<file path="src/rtl/tw_ctl_pkg.sv">
package tw_ctl_pkg;

    typedef enum logic [1:0] {
        KIND_ADDR      = 2'b00,
        KIND_DATA      = 2'b01,
        KIND_DATA_HALT = 2'b10,
        KIND_DATA_ALT  = 2'b11
    } xfer_kind_e;

    typedef enum logic [2:0] {
        PH_IDLE,
        PH_HALT,
        PH_SETUP,
        PH_LOW,
        PH_HIGH
    } phase_e;

    typedef struct packed {
        phase_e phase;
        logic   is_data;
        logic   done;
    } ctl_state_t;

    localparam logic [5:0] DEV_ID = 6'b000101;

    localparam logic [1:0] TGT_DATA0  = 2'b00;
    localparam logic [1:0] TGT_DATA1  = 2'b01;
    localparam logic [1:0] TGT_STATUS = 2'b10;

    // address byte = identifier in the top six bits, target code below
    function automatic logic [7:0] addr_byte(input logic [1:0] tgt);
        return {DEV_ID, tgt};
    endfunction

    // status sub-register A (bit 7 = 0 selects A)
    function automatic logic [7:0] status_a_byte(input logic       rst_bit,
                                                 input logic [1:0] clk_ratio,
                                                 input logic [2:0] fmt,
                                                 input logic       dc_filt);
        return {1'b0, rst_bit, clk_ratio, fmt, dc_filt};
    endfunction

endpackage

</file>
<file path="src/rtl/tw_phase_timer.sv">
module tw_phase_timer #(
    parameter int W = 6
) (
    input  logic         clk,
    input  logic         rst,
    input  logic         load,
    input  logic [W-1:0] load_val,
    output logic         zero
);
    logic [W-1:0] cnt_d, cnt_q;

    always_comb begin
        cnt_d = cnt_q;
        if (load) begin
            cnt_d = load_val;
        end else if (cnt_q != '0) begin
            cnt_d = cnt_q - 1'b1;
        end
    end

    always_ff @(posedge clk) begin
        if (rst) cnt_q <= '0;
        else     cnt_q <= cnt_d;
    end

    assign zero = (cnt_q == '0);

endmodule

</file>
<file path="src/rtl/tw_bit_shifter.sv">
module tw_bit_shifter #(
    parameter int NBITS = 8
) (
    input  logic             clk,
    input  logic             rst,
    input  logic             load,
    input  logic [NBITS-1:0] load_byte,
    input  logic             advance,
    output logic             bit_o,
    output logic             last_o
);
    localparam int IW = (NBITS > 1) ? $clog2(NBITS) : 1;

    typedef struct packed {
        logic [NBITS-1:0] sh;
        logic [IW-1:0]    idx;
    } sh_state_t;

    sh_state_t s_d, s_q;

    always_comb begin
        s_d = s_q;
        if (load) begin
            s_d.sh  = load_byte;
            s_d.idx = '0;
        end else if (advance) begin
            s_d.sh  = s_q.sh >> 1;
            s_d.idx = s_q.idx + 1'b1;
        end
    end

    always_ff @(posedge clk) begin
        if (rst) s_q <= '0;
        else     s_q <= s_d;
    end

    assign bit_o  = s_q.sh[0];
    assign last_o = (s_q.idx == IW'(NBITS - 1));

    // the sequencer never asks for a ninth bit
    assert_no_extra_shift_R4: assert property (@(posedge clk) disable iff (rst)
        advance |-> !last_o);

    // a reload and a shift never coincide
    assert_load_excl_R4: assert property (@(posedge clk) disable iff (rst)
        load |-> !advance);

endmodule

</file>
<file path="src/rtl/tw_ctl_ser.sv">
module tw_ctl_ser
    import tw_ctl_pkg::*;
#(
    parameter int CLK_MHZ  = 250,
    parameter int SETUP_NS = 190,
    parameter int HALT_NS  = 190,
    parameter int BIT_NS   = 500,
    parameter int NBITS    = 8
) (
    input  logic             clk,
    input  logic             rst,
    input  logic             start_i,
    input  logic [1:0]       kind_i,
    input  logic [NBITS-1:0] byte_i,
    output logic             busy_o,
    output logic             done_o,
    output logic             ctl_clk_o,
    output logic             ctl_mode_o,
    output logic             ctl_dat_o
);
    localparam int SETUP_RAW = (SETUP_NS * CLK_MHZ + 999) / 1000;
    localparam int HALT_RAW  = (HALT_NS * CLK_MHZ + 999) / 1000;
    localparam int SETUP_CYC = (SETUP_RAW < 1) ? 1 : SETUP_RAW;
    localparam int HALT_CYC  = (HALT_RAW < 1) ? 1 : HALT_RAW;
    localparam int HALF_CYC  = (BIT_NS * CLK_MHZ) / 2000 + 1;
    localparam int MAX_A     = (SETUP_CYC > HALT_CYC) ? SETUP_CYC : HALT_CYC;
    localparam int MAX_CYC   = (MAX_A > HALF_CYC) ? MAX_A : HALF_CYC;
    localparam int TW        = $clog2(MAX_CYC + 1);

    localparam ctl_state_t RST_STATE = '{phase: PH_IDLE, is_data: 1'b0, done: 1'b0};

    ctl_state_t st_d, st_q;

    logic          tmr_load;
    logic [TW-1:0] tmr_val;
    logic          tmr_zero;
    logic          sh_load;
    logic          sh_adv;
    logic          sh_bit;
    logic          sh_last;
    xfer_kind_e    kind;

    assign kind = xfer_kind_e'(kind_i);

    tw_phase_timer #(.W(TW)) u_timer (
        .clk      (clk),
        .rst      (rst),
        .load     (tmr_load),
        .load_val (tmr_val),
        .zero     (tmr_zero)
    );

    tw_bit_shifter #(.NBITS(NBITS)) u_shift (
        .clk       (clk),
        .rst       (rst),
        .load      (sh_load),
        .load_byte (byte_i),
        .advance   (sh_adv),
        .bit_o     (sh_bit),
        .last_o    (sh_last)
    );

    always_comb begin
        st_d      = st_q;
        st_d.done = 1'b0;
        tmr_load  = 1'b0;
        tmr_val   = '0;
        sh_load   = 1'b0;
        sh_adv    = 1'b0;
        unique case (st_q.phase)
            PH_IDLE: begin
                if (start_i) begin
                    st_d.is_data = (kind != KIND_ADDR);
                    sh_load      = 1'b1;
                    tmr_load     = 1'b1;
                    if (kind == KIND_DATA_HALT) begin
                        st_d.phase = PH_HALT;
                        tmr_val    = TW'(HALT_CYC - 1);
                    end else begin
                        st_d.phase = PH_SETUP;
                        tmr_val    = TW'(SETUP_CYC - 1);
                    end
                end
            end
            PH_HALT: begin
                if (tmr_zero) begin
                    st_d.phase = PH_SETUP;
                    tmr_load   = 1'b1;
                    tmr_val    = TW'(SETUP_CYC - 1);
                end
            end
            PH_SETUP: begin
                if (tmr_zero) begin
                    st_d.phase = PH_LOW;
                    tmr_load   = 1'b1;
                    tmr_val    = TW'(HALF_CYC - 1);
                end
            end
            PH_LOW: begin
                if (tmr_zero) begin
                    st_d.phase = PH_HIGH;
                    tmr_load   = 1'b1;
                    tmr_val    = TW'(HALF_CYC - 1);
                end
            end
            PH_HIGH: begin
                if (tmr_zero) begin
                    if (sh_last) begin
                        st_d.phase = PH_IDLE;
                        st_d.done  = 1'b1;
                    end else begin
                        st_d.phase = PH_LOW;
                        sh_adv     = 1'b1;
                        tmr_load   = 1'b1;
                        tmr_val    = TW'(HALF_CYC - 1);
                    end
                end
            end
            default: st_d = RST_STATE;
        endcase
    end

    always_ff @(posedge clk) begin
        if (rst) st_q <= RST_STATE;
        else     st_q <= st_d;
    end

    // line levels decoded from the registered phase
    always_comb begin
        ctl_clk_o  = 1'b1;
        ctl_mode_o = 1'b1;
        ctl_dat_o  = 1'b0;
        unique case (st_q.phase)
            PH_IDLE:  ;
            PH_HALT:  ctl_mode_o = 1'b0;
            PH_SETUP: ctl_mode_o = st_q.is_data;
            PH_LOW: begin
                ctl_clk_o  = 1'b0;
                ctl_mode_o = st_q.is_data;
                ctl_dat_o  = sh_bit;
            end
            PH_HIGH: begin
                ctl_mode_o = st_q.is_data;
                ctl_dat_o  = sh_bit;
            end
            default: ;
        endcase
    end

    assign busy_o = (st_q.phase != PH_IDLE);
    assign done_o = st_q.done;

    // done lasts one cycle
    assert_done_pulse_R8: assert property (@(posedge clk) disable iff (rst)
        done_o |=> !done_o);

    // done only appears with the lines at rest
    assert_done_idle_R8: assert property (@(posedge clk) disable iff (rst)
        done_o |-> (ctl_clk_o && ctl_mode_o && !ctl_dat_o && !busy_o));

    // data is held across the rising clock edge
    assert_hold_rise_R5: assert property (@(posedge clk) disable iff (rst)
        (busy_o && $rose(ctl_clk_o)) |-> $stable(ctl_dat_o));

    // the clock only goes low inside a transfer
    assert_clk_low_busy_R2: assert property (@(posedge clk) disable iff (rst)
        !ctl_clk_o |-> busy_o);

    // the mode line does not move once framing has begun
    assert_mode_frame_R3: assert property (@(posedge clk) disable iff (rst)
        (busy_o && $past(busy_o) && st_q.phase != PH_HALT && $past(st_q.phase) != PH_HALT)
        |-> $stable(ctl_mode_o));

    // a strobe during a transfer leaves the latched framing alone
    assert_ignore_busy_R9: assert property (@(posedge clk) disable iff (rst)
        (busy_o && $past(busy_o)) |-> $stable(st_q.is_data));

endmodule

</file>
<file path="config.mk">
export PLATFORM = sky130hd
export DESIGN_NAME = tw_ctl_ser
export DESIGN_NICKNAME = d
export VERILOG_FILES = /design/src/rtl/tw_ctl_pkg.sv /design/src/rtl/tw_phase_timer.sv /design/src/rtl/tw_bit_shifter.sv /design/src/rtl/tw_ctl_ser.sv
export SDC_FILE = /design/constraint.sdc
export NUM_CORES = 1
export LEC_CHECK = 0
export BUFFER_PORTS_ARGS = -buffer_cell sky130_fd_sc_hd__buf_2
export CAP_MARGIN = 20
export CORE_MARGIN = 3
export CORE_UTILIZATION = 55
export CTS_CLUSTER_DIAMETER = 60
export DETAILED_ROUTE_END_ITERATION = 8
export PLACE_DENSITY_LB_ADDON = 0.1
export SLEW_MARGIN = 20
export SYNTH_ARGS = -nofsm -noshare
export SYNTH_HDL_FRONTEND = slang
export SYNTH_SLANG_ARGS = --single-unit
</file>
<file path="constraint.sdc">
create_clock -name clk -period 2.75 [get_ports clk]
set_input_delay 0 -clock clk [delete_from_list [all_inputs] [get_ports clk]]
set_output_delay 0 -clock clk [all_outputs]
set_load 0.01 [all_outputs]
</file>
# [Word level (Yosys, flattened, before mapping)]
# Index checks and enable logic that the tools add are counted.
[op_classes] muxes=30 n_reduce_logical=16 n_bitwise=3 eq_ne=11 add_sub_neg=2
[op_table] cell="$mux W6" count=7
[op_table] cell="$pmux W6 S4" count=1
[op_table] cell="$mux W11" count=2
[op_table] cell="$pmux W3 S5" count=1
[op_table] cell="$mux W3" count=4
[op_table] cell="$ne A2 B2 Y1 const B" count=5
[op_table] cell="$mux W1" count=9
[op_table] cell="$reduce_or A3 Y1" count=3
[op_table] cell="$eq A3 B2 Y1 const B" count=2
[op_table] cell="$eq A3 B3 Y1 const B" count=2
[op_table] cell="$logic_not A6 Y1" count=1
[op_table] cell="$reduce_bool A2 Y1" count=3
[op_table] cell="$reduce_bool A6 Y1" count=1
[op_table] cell="$reduce_or A2 Y1" count=3
[op_table] cell="$sub A6 B1 Y6 const B" count=1
[op_table] cell="$reduce_and A5 Y1" count=1
[op_table] cell="$mux W2" count=2
[op_table] cell="$mux W4" count=1
[op_table] cell="$pmux W1 S2" count=2
[op_table] cell="$reduce_or A4 Y1" count=1
[op_table] cell="$add A3 B1 Y3 const B" count=1
[op_table] cell="$eq A3 B1 Y1 const B" count=1
[op_table] cell="$logic_not A3 Y1" count=1
[op_table] cell="$not A1 Y1" count=3
[op_table] cell="4 further kinds" count=4
[word_totals] output_inout_bits=5 word_cells=68 input_bits=13 ff_bits=22

# [Longest topological paths before layout]
# Gate-level depths: netlist of the first run.
[logic_depth] depth_word=6 ltp_mapped=8 depth_no_buf=6

# [Hierarchy]
# A second synthesis of the first run with hierarchy kept.
[unflattened] cells_unflattened=142 area_unflattened_um2=1312.5
[by_module_without_submodules] module="tw_bit_shifter" n_inst=1 cells_each=47 seq_area_each_um2=220.2 area_each_um2=496.7
[by_module_without_submodules] module="tw_ctl_ser" n_inst=1 cells_each=49 seq_area_each_um2=100.1 area_each_um2=420.4
[by_module_without_submodules] module="tw_phase_timer" n_inst=1 cells_each=46 seq_area_each_um2=120.1 area_each_um2=395.4

# [Worst setup path before layout of the first run]
# Ideal clock, no wire load.
[synth_path] path_type="register to register" start="reg u_shift.s_q[0] (netlist bit)" end="reg u_shift.s_q[1] (netlist bit)" path_stages_with_launch=8 required_ns=2.617 setup_ns=0.133 slack_ns=0.834 path_buffers=1 synth_period_minus_slack_ns=1.916 arrival_time_ns=1.783 path_cell_list="dfxtp_1 > ha_1 > ha_1 > or4b_1 > nor3_4 > buf_6 > mux2i_1 > nor3_2"
[synth_via] elab_chain_len=4 elab_cells_between_ends=5 cone_classes="1 x add/sub; 1 x eq/ne; 3 x mux"
[synth_rtl] element="start: declaration" line="tw_bit_shifter.sv:19" source="sh_state_t s_d, s_q;"
[synth_rtl] element="start signal: assignment" line="tw_bit_shifter.sv:33" source="if (rst) s_q <= '0;"
[synth_rtl] element="start signal: assignment" line="tw_bit_shifter.sv:34" source="else s_q <= s_d;"
[synth_rtl] element="$eq A3 B3 Y1" line="tw_bit_shifter.sv:38" source="assign last_o = (s_q.idx == IW'(NBITS - 1));"
[synth_rtl] element="named net sh_last" line="tw_ctl_ser.sv:40" source="logic sh_last;"
[synth_rtl] element="$mux W1" line="tw_ctl_ser.sv:108" source="if (sh_last) begin"
[synth_rtl] element="$mux W1" line="tw_ctl_ser.sv:107" source="if (tmr_zero) begin"
[synth_rtl] element="$mux W1" line="tw_ctl_ser.sv:70" source="unique case (st_q.phase)"
# The timed path passes the listed nets, and every way through them passes these cells.
# A chain may end at the register's enable or synchronous reset.

# [Final worst setup path of the first run]
[layout_path] start="reg u_timer.cnt_q[0]" end="reg u_shift.s_q[9] (netlist bit)"
[layout_via] elab_chain_len=4
[layout_rtl] element="start: declaration" line="tw_phase_timer.sv:10" source="logic [W-1:0] cnt_d, cnt_q;"
[layout_rtl] element="start signal: assignment" line="tw_phase_timer.sv:23" source="else cnt_q <= cnt_d;"
[layout_rtl] element="$logic_not A6 Y1" line="tw_phase_timer.sv:26" source="assign zero = (cnt_q == '0);"
[layout_rtl] element="$mux W1" line="tw_ctl_ser.sv:107"
[layout_rtl] element="$mux W1" line="tw_ctl_ser.sv:70"
[layout_rtl] element="$reduce_bool A2 Y1 (no line)"
# No other way between the ends.

==> results.cfg, run 1 <==
[run_status]
status = complete, no violations

[power_and_ir_drop]
p_int_uw = 731
pwr-share-comb_pct = 39.1
p_seq_share_pct = 40.2
clkPwrFrac_pct = 20.8
p_sw_uw = 485
power_density_nw_per_um2 = 872
switching_share_pct = 39.9
power.leakage_nw = 0.531
vdd_drop_max_mv = 0.552
total_power_mw = 1.22

[clock_network]
cts_root_buf = clkbuf_4
clkSinkCount = 22
cts_resized = 0
cts_hold_buffers = 7
clockBufferDepth = 2
cts_max_level = 1
cts_tree = yes
clk_pin_slew_ns = 0.13
clk_latency_ns = 0.31
post_cts_buffers = 0
cts_made_buffers = 3

[floorplan]
core_area_um2 = 2000
ioPinCount = 18
dieWidth_um = 52.7
die_h_um = 52.7
initial_core_util_pct = 59.8
die_area_um2 = 2770
rows = 16

[worst_setup_path]
worstSetupPathType = reg2reg
path_max_fanout = 11
path_delay_family = simple AND/OR/NAND/NOR gates
start_kind = flop
critical_path_arrival_ns = 2.54
crit_required_ns = 2.97
crit_path_end_kind = flop
worst_path_max_delay_cell = or4b_1
slowest_delay_ns = 0.64
worstPathCellList = inv_1, ha_1, or4b_1, nor3_4, nor3_1, nor4_1
crit_buf_inv = 1

[detailed_routing]
vias_per_cell = 5.98
drc = 0
firstDrtPassIters = 4
num_vias = 1119
antenna_left = 0
drt_iter0_markers = 28
routed_wl_um = 2690
wl_per_cell_um = 14.4

[cells_and_area]
regArea_um2 = 440
syn2layout_area_growth_pct = 16.4
layout-drive-gt1-share_pct = 19.4
multi_input_area_um2 = 689
fin_nets = 177
antenna-diode-count = 0
fill_cells = 176

[logic_synthesis]
syn_avg_cell_area_um2 = 8.55
synthDominantCellAreaShare_pct = 36.8
synthTopCellsByCount = dfxtp_1 (22), a21oi_1 (16), nand2_1 (9), nor2_1 (9), nand3_1 (8)
ys_async_sr_fraction_pct = 0
synth-edff-count = 0
syn_area_um2 = 1200
synthCells = 140
yosys-top-cells-area = dfxtp_1 (37%), a21oi_1 (6.7%), nand3_1 (3.3%), a22oi_1 (3.1%), ha_1 (3.1%)
yosysMostFrequentCell = dfxtp_1
synthFlopType = dfxtp_1
ys_types = 42
ys_warn_count = 0
synth_area_leader_cell = dfxtp_1
synthesis.nets = 156
ys_seq_elements = 22
yosysSeqAreaShare_pct = 36.8

[hold_path]
hold_path.class = in2reg

[global_routing]
antenna_found_initial = 0
grt_max_degree = 25
grt_first_pass_wirelength_um = 4750
grt_usage_pct = 22.8
gr-total-overflow = 0
grt_pass1_vias = 1095

[timing]
rsz0062_at_grt = no
fin_setup_tns_ns = 0
finalSetupViolations = 0
clock_skew_ns = 0.00226
timing.fmax_mhz = 431
period_needed_ns = 2.32
finalCritPeriodShare_pct = 84.4
maxSlewViolCount = 0
finalHoldViolCount = 0
worstMarginPinSlew_ns = 0.516
relSlewSlack_pct = 65.5

[place]
dp_hpwl_um = 1820
io_buffers = 17
routabilityCongestion = 0.925

[run]
cap_violations = 0
-- worst paths after layout --
check / to / cells past startpoint / from / slack, ns
worst max register to register: u_shift.s_q[9]$_SDFFE_PP0P_ / 6 / u_timer.cnt_q[0]$_SDFFE_PP0P_ / 0.43
worst min-delay path: u_shift.s_q[7]$_SDFFE_PP0P_ / 3 / byte_i[4] / 0.04
worst max-delay path: u_shift.s_q[9]$_SDFFE_PP0P_ / 6 / u_timer.cnt_q[0]$_SDFFE_PP0P_ / 0.43
worst min register to register: u_shift.s_q[5]$_SDFFE_PP0P_ / 2 / u_shift.s_q[5]$_SDFFE_PP0P_ / 0.48
-- sequential cells by signal (all words and copies together) (netlist names) --
| signal | cells |
|---|---|
| u_shift.bit_o | 1 |
| u_shift.s_q | 10 |
| st_q | 4 |
| u_timer.cnt_q | 6 |
| done_o | 1 |
-- kinds of logic (layout without fill, tap and decap cells) --
| kind of cell | after synthesis | after routing | synth area share, % |
|---|---|---|---|
| buf+inv | 14 | 34 | 5.64 |
| xor+xnor | 3 | 3 | 2.19 |
| flops | 22 | 22 | 36.8 |
| fa+ha+maj | 3 | 3 | 3.14 |
| simple gates | 52 | 52 | 26.1 |
| compound gates | 44 | 44 | 24.5 |
| mux | 2 | 2 | 1.67 |
-- placed cells by master (no fill, tap or decap), drive strengths merged, types with 2 or more instances in the layout --
master        n
dlygate4sd3   7
clkbuf        3
o31ai         2
a21oi        16
nand3         8
nor3          8
a311oi        3
a31oi         2
a22oi         5
mux2i         2
nand2b        2
nor4          3
nor4b         3
nor2         10
o21ai         8
or4b          2
dfxtp        22
nand2        10
ha            3
inv           6
nand3b        2
xor2          2
o311ai        2
buf          17
-- per-layer routing --
| metal | vias up | GRT usage [%] | wire (um) |
|---|---|---|---|
| met5 | - | 0 | 0 |
| met4 | 0 | 2.98 | 10 |
| met3 | 2 | 5.98 | 145 |
| met2 | 32 | 41.3 | 1350 |
| met1 | 520 | 27.3 | 1190 |
| li1 | 565 | - | - |
-- cell type report --
type                       instances  area share [%]
clock buffer                       3            1.62
multi-input combinational        104            49.5
sequential                        22            31.6
tap                               27            2.42
inverter                           6            1.62
timing repair buffer              24            11.1
clock inverter                     1            2.15
-- worst min-delay path: stages --
cell      delay (ns)
buf_2           0.11
nor2_1          0.14
a311oi_2        0.06
-- power by group through the flow --
stage                     Combinational, mW  Clock (mW)  Sequential [mW]
after global placement                0.456           0            0.491
after global routing                  0.542       0.271            0.502
after detailed placement              0.462           0            0.492
after floorplan                       0.415           0            0.449
final                                 0.475       0.252            0.488
after CTS                             0.474       0.257            0.485
-- per-stage QoR --
step,instance area (um2),setup WS (ns),hold slack (ns),instances,util [%]
after global routing,1390,0.286,0.0229,187,69.6
after detailed placement,1270,0.481,0.252,176,63.5
final,1390,0.428,0.0375,187,69.6
after global placement,1270,0.556,0.245,176,63.5
after CTS,1390,0.444,0.0258,187,69.6
after floorplan,1200,0.834,0.0767,140,-
No activity file was read; power rests on OpenSTA's default activity.
==> inputs of run 2 (changes only) <==
--- a/config.mk
+++ b/config.mk
@@ -8,7 +8,7 @@
 export BUFFER_PORTS_ARGS = -buffer_cell sky130_fd_sc_hd__buf_2
 export CAP_MARGIN = 20
 export CORE_MARGIN = 3
-export CORE_UTILIZATION = 55
+export CORE_UTILIZATION = 50
 export CTS_CLUSTER_DIAMETER = 60
 export DETAILED_ROUTE_END_ITERATION = 8
 export PLACE_DENSITY_LB_ADDON = 0.1
==> constraint.sdc (replaced) <==
create_clock -name clk -period 1.9 [get_ports clk]
set_input_delay 0 -clock clk [delete_from_list [all_inputs] [get_ports clk]]
set_output_delay 0 -clock clk [all_outputs]
set_load 0.01 [all_outputs]
==> run 2 against run 1 <==
Against the previous run:
- the flow now finishes with violations (setup timing)
- die area increased by 8.8%
- final cell count increased by 14%
- combinational power increased by 110%
- sequential cell count unchanged
- largest power group is now combinational logic
- clock-buffer cell count unchanged
- register-to-register slack got worse by 0.49 ns
- clock power decreased by 19%
- critical path type unchanged
==> results.cfg, run 2 (synthesis gave the netlist of run 1 again) <==
[floorplan]
core_area_um2 = 2230
rows = 17
die_area_um2 = 3020
dieWidth_um = 54.9
ioPinCount = 18
initial_core_util_pct = 53.6
die_h_um = 54.9

[place]
dp_hpwl_um = 2170
dp_cells = 197
io_buffers = 17
place_ws_ns = -0.110
routabilityCongestion = 0.924

[worst_setup_path]
slowest_delay_ns = 0.51
r2r-start = u_shift.s_q[1]$_SDFFE_PP0P_
path_delay_family = simple AND/OR/NAND/NOR gates
rrSetupSlack_ns = -0.07
critical_path_arrival_ns = 2.15
regToRegEndpoint = u_shift.s_q[0]$_SDFFE_PP0P_
crit_required_ns = 2.08
start_kind = flop
worst_path_max_delay_cell = or4b_4
crit_buf_inv = 2
worstSetupPathType = reg2reg
crit_path_end_kind = flop
path_max_fanout = 6
reg2reg_depth = 8
worstPathCellList = ha_4, ha_4, or4b_4, nor3_4, buf_12, buf_12, xnor2_4, nor3_2

[timing]
finalCritPeriodShare_pct = 104
worstMarginPinSlew_ns = 0.532
period_needed_ns = 1.97
rsz0062_at_grt = yes
clock_skew_ns = 0.0106
finalHoldViolCount = 0
finalSetupViolations = 13
timing.fmax_mhz = 508
relSlewSlack_pct = 64.5
setup_ws_ns = -0.0667
maxSlewViolCount = 0
fin_setup_tns_ns = -0.525

[detailed_routing]
drt_iter0_markers = 53
vias_per_cell = 6.08
routed_wl_um = 3530
num_vias = 1294
wl_per_cell_um = 16.6
antenna_left = 0
drc = 0
firstDrtPassIters = 4

[power_and_ir_drop]
power_density_nw_per_um2 = 1100
power.leakage_nw = 0.665
vdd_drop_max_mv = 0.808

[clock_network]
cts_tree = yes
cts_root_buf = clkbuf_4
clkSinkCount = 22
cts_made_buffers = 3
cts_max_level = 1
clk_latency_ns = 0.30
clockBufferDepth = 2
clk_pin_slew_ns = 0.12

[cells_and_area]
layout-drive-gt1-share_pct = 42.7
fill_cells = 153
largest-register = u_shift.s_q
syn2layout_area_growth_pct = 44.2
antenna-diode-count = 0
most-common-layout-cells = buf_4 (23), dfxtp_1 (19), buf_2 (17), a21oi_1 (12), nand2_1 (9)
regArea_um2 = 447
finish.utilization_pct = 77.3
multi_input_area_um2 = 821
mostFrequentLayoutCell = buf_4
fin_nets = 203
reg_top3 = u_shift.s_q (10), u_timer.cnt_q (6), st_q (4)
instances_no_fill = 213
largest_reg_flops = 10

[global_routing]
grt_pass1_vias = 1185
grt_first_pass_wirelength_um = 5420
grt_usage_pct = 24.7
grt_max_degree = 25
antenna_found_initial = 0
gr-total-overflow = 0

[hold_path]
hold_path_end = u_shift.s_q[9]$_SDFFE_PP0P_
hp-start = byte_i[6]
hold_path.class = in2reg
min_path_cells = 3

[run_status]
status = finished, violations left
violations = setup timing

[run]
cap_violations = 0
[run 2: cell types whose count changed in the layout (fill, tap and decap cells not counted), moves of 3 or more]
cell | previous run | this run
a21oi_1 | 16 | 12
a21oi_2 | 0 | 3
a22oi_1 | 5 | 1
a22oi_2 | 0 | 4
buf_4 | 0 | 23
dfxtp_1 | 22 | 19
ha_1 | 3 | 0
ha_4 | 0 | 3
[run 2: worst max path at each step]
| stage | from | to | slack, ns | depth (start not counted) |
|---|---|---|---|---|
| final | u_shift.s_q[1]$_SDFFE_PP0P_ | u_shift.s_q[0]$_SDFFE_PP0P_ | -0.07 | 8 |
| after global routing | u_shift.s_q[1]$_SDFFE_PP0P_ | u_timer.cnt_q[2]$_SDFFE_PP0P_ | -0.10 | 8 |
| after CTS | u_shift.s_q[1]$_SDFFE_PP0P_ | u_shift.s_q[0]$_SDFFE_PP0P_ | -0.12 | 8 |
| after detailed placement | u_shift.s_q[0]$_SDFFE_PP0P_ | u_shift.s_q[1]$_SDFFE_PP0P_ | -0.11 | 7 |
| after global placement | u_shift.s_q[0]$_SDFFE_PP0P_ | u_shift.s_q[2]$_SDFFE_PP0P_ | -0.06 | 7 |
| after floorplan | u_timer.cnt_q[0]$_SDFFE_PP0P_ | u_shift.s_q[1]$_SDFFE_PP0P_ | 0.0008 | 8 |
[run 2: what timing repair did]
action	CTS	global route
gates resized for setup	13	21
setup buffers	4	2
endpoints found under the hold margin	7	0
endpoints found under the setup margin	16	20
hold buffers	7	0
pin swaps	5	14
[run 2: where the power goes]
part,total (mW),internal (mW),switching [mW]
combinational,1.01,0.466,0.541
clock,0.205,0.0737,0.131
sequential,0.688,0.567,0.121
[run 2: layout make-up]
| cell class | instances | share of cell area, % |
|---|---|---|
| repair buffers | 50 | 22.0 |
| multi-input cells | 104 | 47.5 |
| well taps | 28 | 2.03 |
| inverters | 6 | 1.30 |
| clock buffers | 3 | 1.30 |
| flip-flops and latches | 22 | 25.9 |
[run 2: routing by layer]
metal	share of wire [%]	track usage (%)
met1	39	31.1
met2	55	41.7
met3	4.4	4.02
met4	0.65	9.72
met5	0	0
[run 2: tightest hold or removal path: cells and delay by family]
family	cells	cell delay, ns
AND/OR/NAND/NOR	2	0.18
buffers and inverters	1	0.10
[run 2: per-stage QoR]
| stage | cell area (um2) | total power, mW | hold WS [ns] |
|---|---|---|---|
| after floorplan | 1200 | 1.25 | 0.0767 |
| after global placement | 1440 | 1.54 | 0.243 |
| after detailed placement | 1440 | 1.57 | 0.256 |
| after CTS | 1610 | 1.80 | 0.00520 |
| after global routing | 1730 | 2.05 | 0.0433 |
| final | 1730 | 1.90 | 0.0294 |
==> inputs of run 3 (changes only) <==
--- a/config.mk
+++ b/config.mk
@@ -12,6 +12,7 @@
 export CTS_CLUSTER_DIAMETER = 60
 export DETAILED_ROUTE_END_ITERATION = 8
 export PLACE_DENSITY_LB_ADDON = 0.1
+export SETUP_SLACK_MARGIN = 0.3
 export SLEW_MARGIN = 20
 export SYNTH_ARGS = -nofsm -noshare
 export SYNTH_HDL_FRONTEND = slang
==> run 3 against run 2 <==
Against the previous run:
- the run still ends with setup timing left
- via count is 5.5% lower
- first-iteration DRC count is 3.8% lower
- critical path depth down 1
- register-to-register slack better by 0.04 ns
- power grew 6.4%
- design area is 2.5% lower
- non-clock buffer count shrank 8
- global-route usage fell by 0.28 points
- critical path type unchanged
- highest routed layer unchanged
==> results.cfg, run 3 (synthesis gave the netlist of run 1 again) <==
[worst_setup_path]
r2r-start = u_shift.s_q[0]$_SDFFE_PP0P_
crit_path_end_kind = flop
path_max_fanout = 6
critical_path_arrival_ns = 2.12
worst_path_max_delay_cell = or4b_4
crit_required_ns = 2.10
worstPathCellList = ha_4, ha_4, or4b_4, nor3_4, buf_12, mux2i_4, nor3_2
slowest_delay_ns = 0.50
regToRegEndpoint = u_shift.s_q[2]$_SDFFE_PP0P_
crit_top_cell = ha_4
worstSetupPathType = reg2reg
reg2reg_depth = 7
start_kind = flop
rrSetupSlack_ns = -0.02

[timing]
rsz0062_at_grt = yes
relSlewSlack_pct = 68.0
timing.fmax_mhz = 520
maxSlewViolCount = 0
finalCritPeriodShare_pct = 101
setup_ws_ns = -0.0234
finalHoldViolCount = 0
period_needed_ns = 1.92
finalSetupViolations = 3
worstMarginPinSlew_ns = 0.480
clock_skew_ns = 0.00475

[cells_and_area]
reg_top3 = u_shift.s_q (10), u_timer.cnt_q (6), st_q (4)
largest-register = u_shift.s_q
finish.utilization_pct = 75.4
antenna-diode-count = 0
layout-drive-gt1-share_pct = 38.8
most-common-layout-cells = buf_2 (17), dfxtp_1 (16), a21oi_1 (15), buf_4 (14), nand2_1 (9)
syn2layout_area_growth_pct = 40.5
instances_no_fill = 206
largest_reg_flops = 10
multi_input_area_um2 = 792
fill_cells = 156
regArea_um2 = 448
fin_nets = 195
mostFrequentLayoutCell = buf_2

[place]
routabilityCongestion = 0.839
dp_hpwl_um = 2010
dp_cells = 186
io_buffers = 17

[clock_network]
cts_root_buf = clkbuf_4
clockBufferDepth = 2
clk_pin_slew_ns = 0.13
cts_made_buffers = 3
cts_max_level = 1
cts_tree = yes
clk_latency_ns = 0.31
clkSinkCount = 22

[power_and_ir_drop]
power_density_nw_per_um2 = 1200
vdd_drop_max_mv = 0.797
power.leakage_nw = 0.640
total_power_mw = 2.02

[floorplan]
initial_core_util_pct = 53.6
die_h_um = 54.9
die_area_um2 = 3020
ioPinCount = 18
rows = 17
dieWidth_um = 54.9
core_area_um2 = 2230

[hold_path]
min_path_cells = 3
hold_path.class = in2reg
hp-start = byte_i[4]
hold_path_end = u_shift.s_q[7]$_SDFFE_PP0P_

[run_status]
violations = setup timing
status = finished, violations left

[detailed_routing]
drt_iter0_markers = 51
antenna_left = 0
vias_per_cell = 5.94
routed_wl_um = 3250
drc = 0
firstDrtPassIters = 4
wl_per_cell_um = 15.8
num_vias = 1223

[global_routing]
grt_first_pass_wirelength_um = 5320
grt_pass1_vias = 1175
antenna_found_initial = 0
gr-total-overflow = 0
grt_usage_pct = 24.4
grt_max_degree = 25

[run]
cap_violations = 0
-- run 3: per-stage QoR --
step	TNS, ns	hold slack [ns]	worst slack (ns)	instance area, um2
after global placement	0	0.243	0.0262	1390
after CTS	0	0.00152	0.00852	1620
after global routing	-0.669	0.0126	-0.0741	1680
final	-0.0485	0.00647	-0.0234	1680
after floorplan	0	0.0767	0.0768	1230
after detailed placement	-0.00838	0.250	-0.00838	1390
-- run 3: layer usage --
metal | GRT usage (%) | routed length (um) | part of all wire (%) | up-vias
met3 | 3.49 | 174 | 5.4 | 8
met4 | 8.91 | 47 | 1.4 | 0
met1 | 31.1 | 1360 | 42 | 570
met2 | 41.5 | 1670 | 51 | 45
met5 | 0 | 0 | 0 | -
li1 | - | - | - | 600
-- run 3: repair_timing --
| action | 4_1_cts | 5_1_grt |
|---|---|---|
| gates resized for setup | 11 | 9 |
| pin swaps | 1 | 6 |
| hold buffers | 7 | 0 |
| gates cloned | 1 | 0 |
| endpoints found under the hold margin | 7 | 0 |
| setup buffers | 5 | 3 |
| endpoints found under the setup margin | 21 | 21 |
-- run 3: layout make-up --
cell class	count	share of cell area, %
multi-input cells	104	47.1
clock buffers	3	1.34
well taps	28	2.08
repair buffers	42	19.6
clock inverters	1	1.78
flip-flops and latches	22	26.6
inverters	6	1.49
-- run 3: power breakdown --
group	switching (mW)	internal (mW)	leakage, nW
Sequential	0.140	0.574	0.183
Combinational	0.516	0.427	0.429
Clock	0.151	0.213	0.0279
-- run 3: worst max-delay path, delay by kind of cell (launching register included) --
kind          cells  cell delay (ns)
fa+ha+maj         2             0.31
buf+inv           1             0.16
flops             1             0.36
mux               1             0.22
simple gates      3             0.76
-- run 3: worst max-delay path by stage --
stage	startpoint	endpoint
after detailed placement	u_shift.s_q[0]$_SDFFE_PP0P_	u_shift.s_q[2]$_SDFFE_PP0P_
after CTS	u_shift.s_q[0]$_SDFFE_PP0P_	u_shift.s_q[2]$_SDFFE_PP0P_
after global placement	u_shift.s_q[0]$_SDFFE_PP0P_	u_shift.s_q[1]$_SDFFE_PP0P_
after global routing	u_shift.s_q[0]$_SDFFE_PP0P_	u_shift.s_q[1]$_SDFFE_PP0P_
after floorplan	u_timer.cnt_q[0]$_SDFFE_PP0P_	u_shift.s_q[1]$_SDFFE_PP0P_
final	u_shift.s_q[0]$_SDFFE_PP0P_	u_shift.s_q[2]$_SDFFE_PP0P_
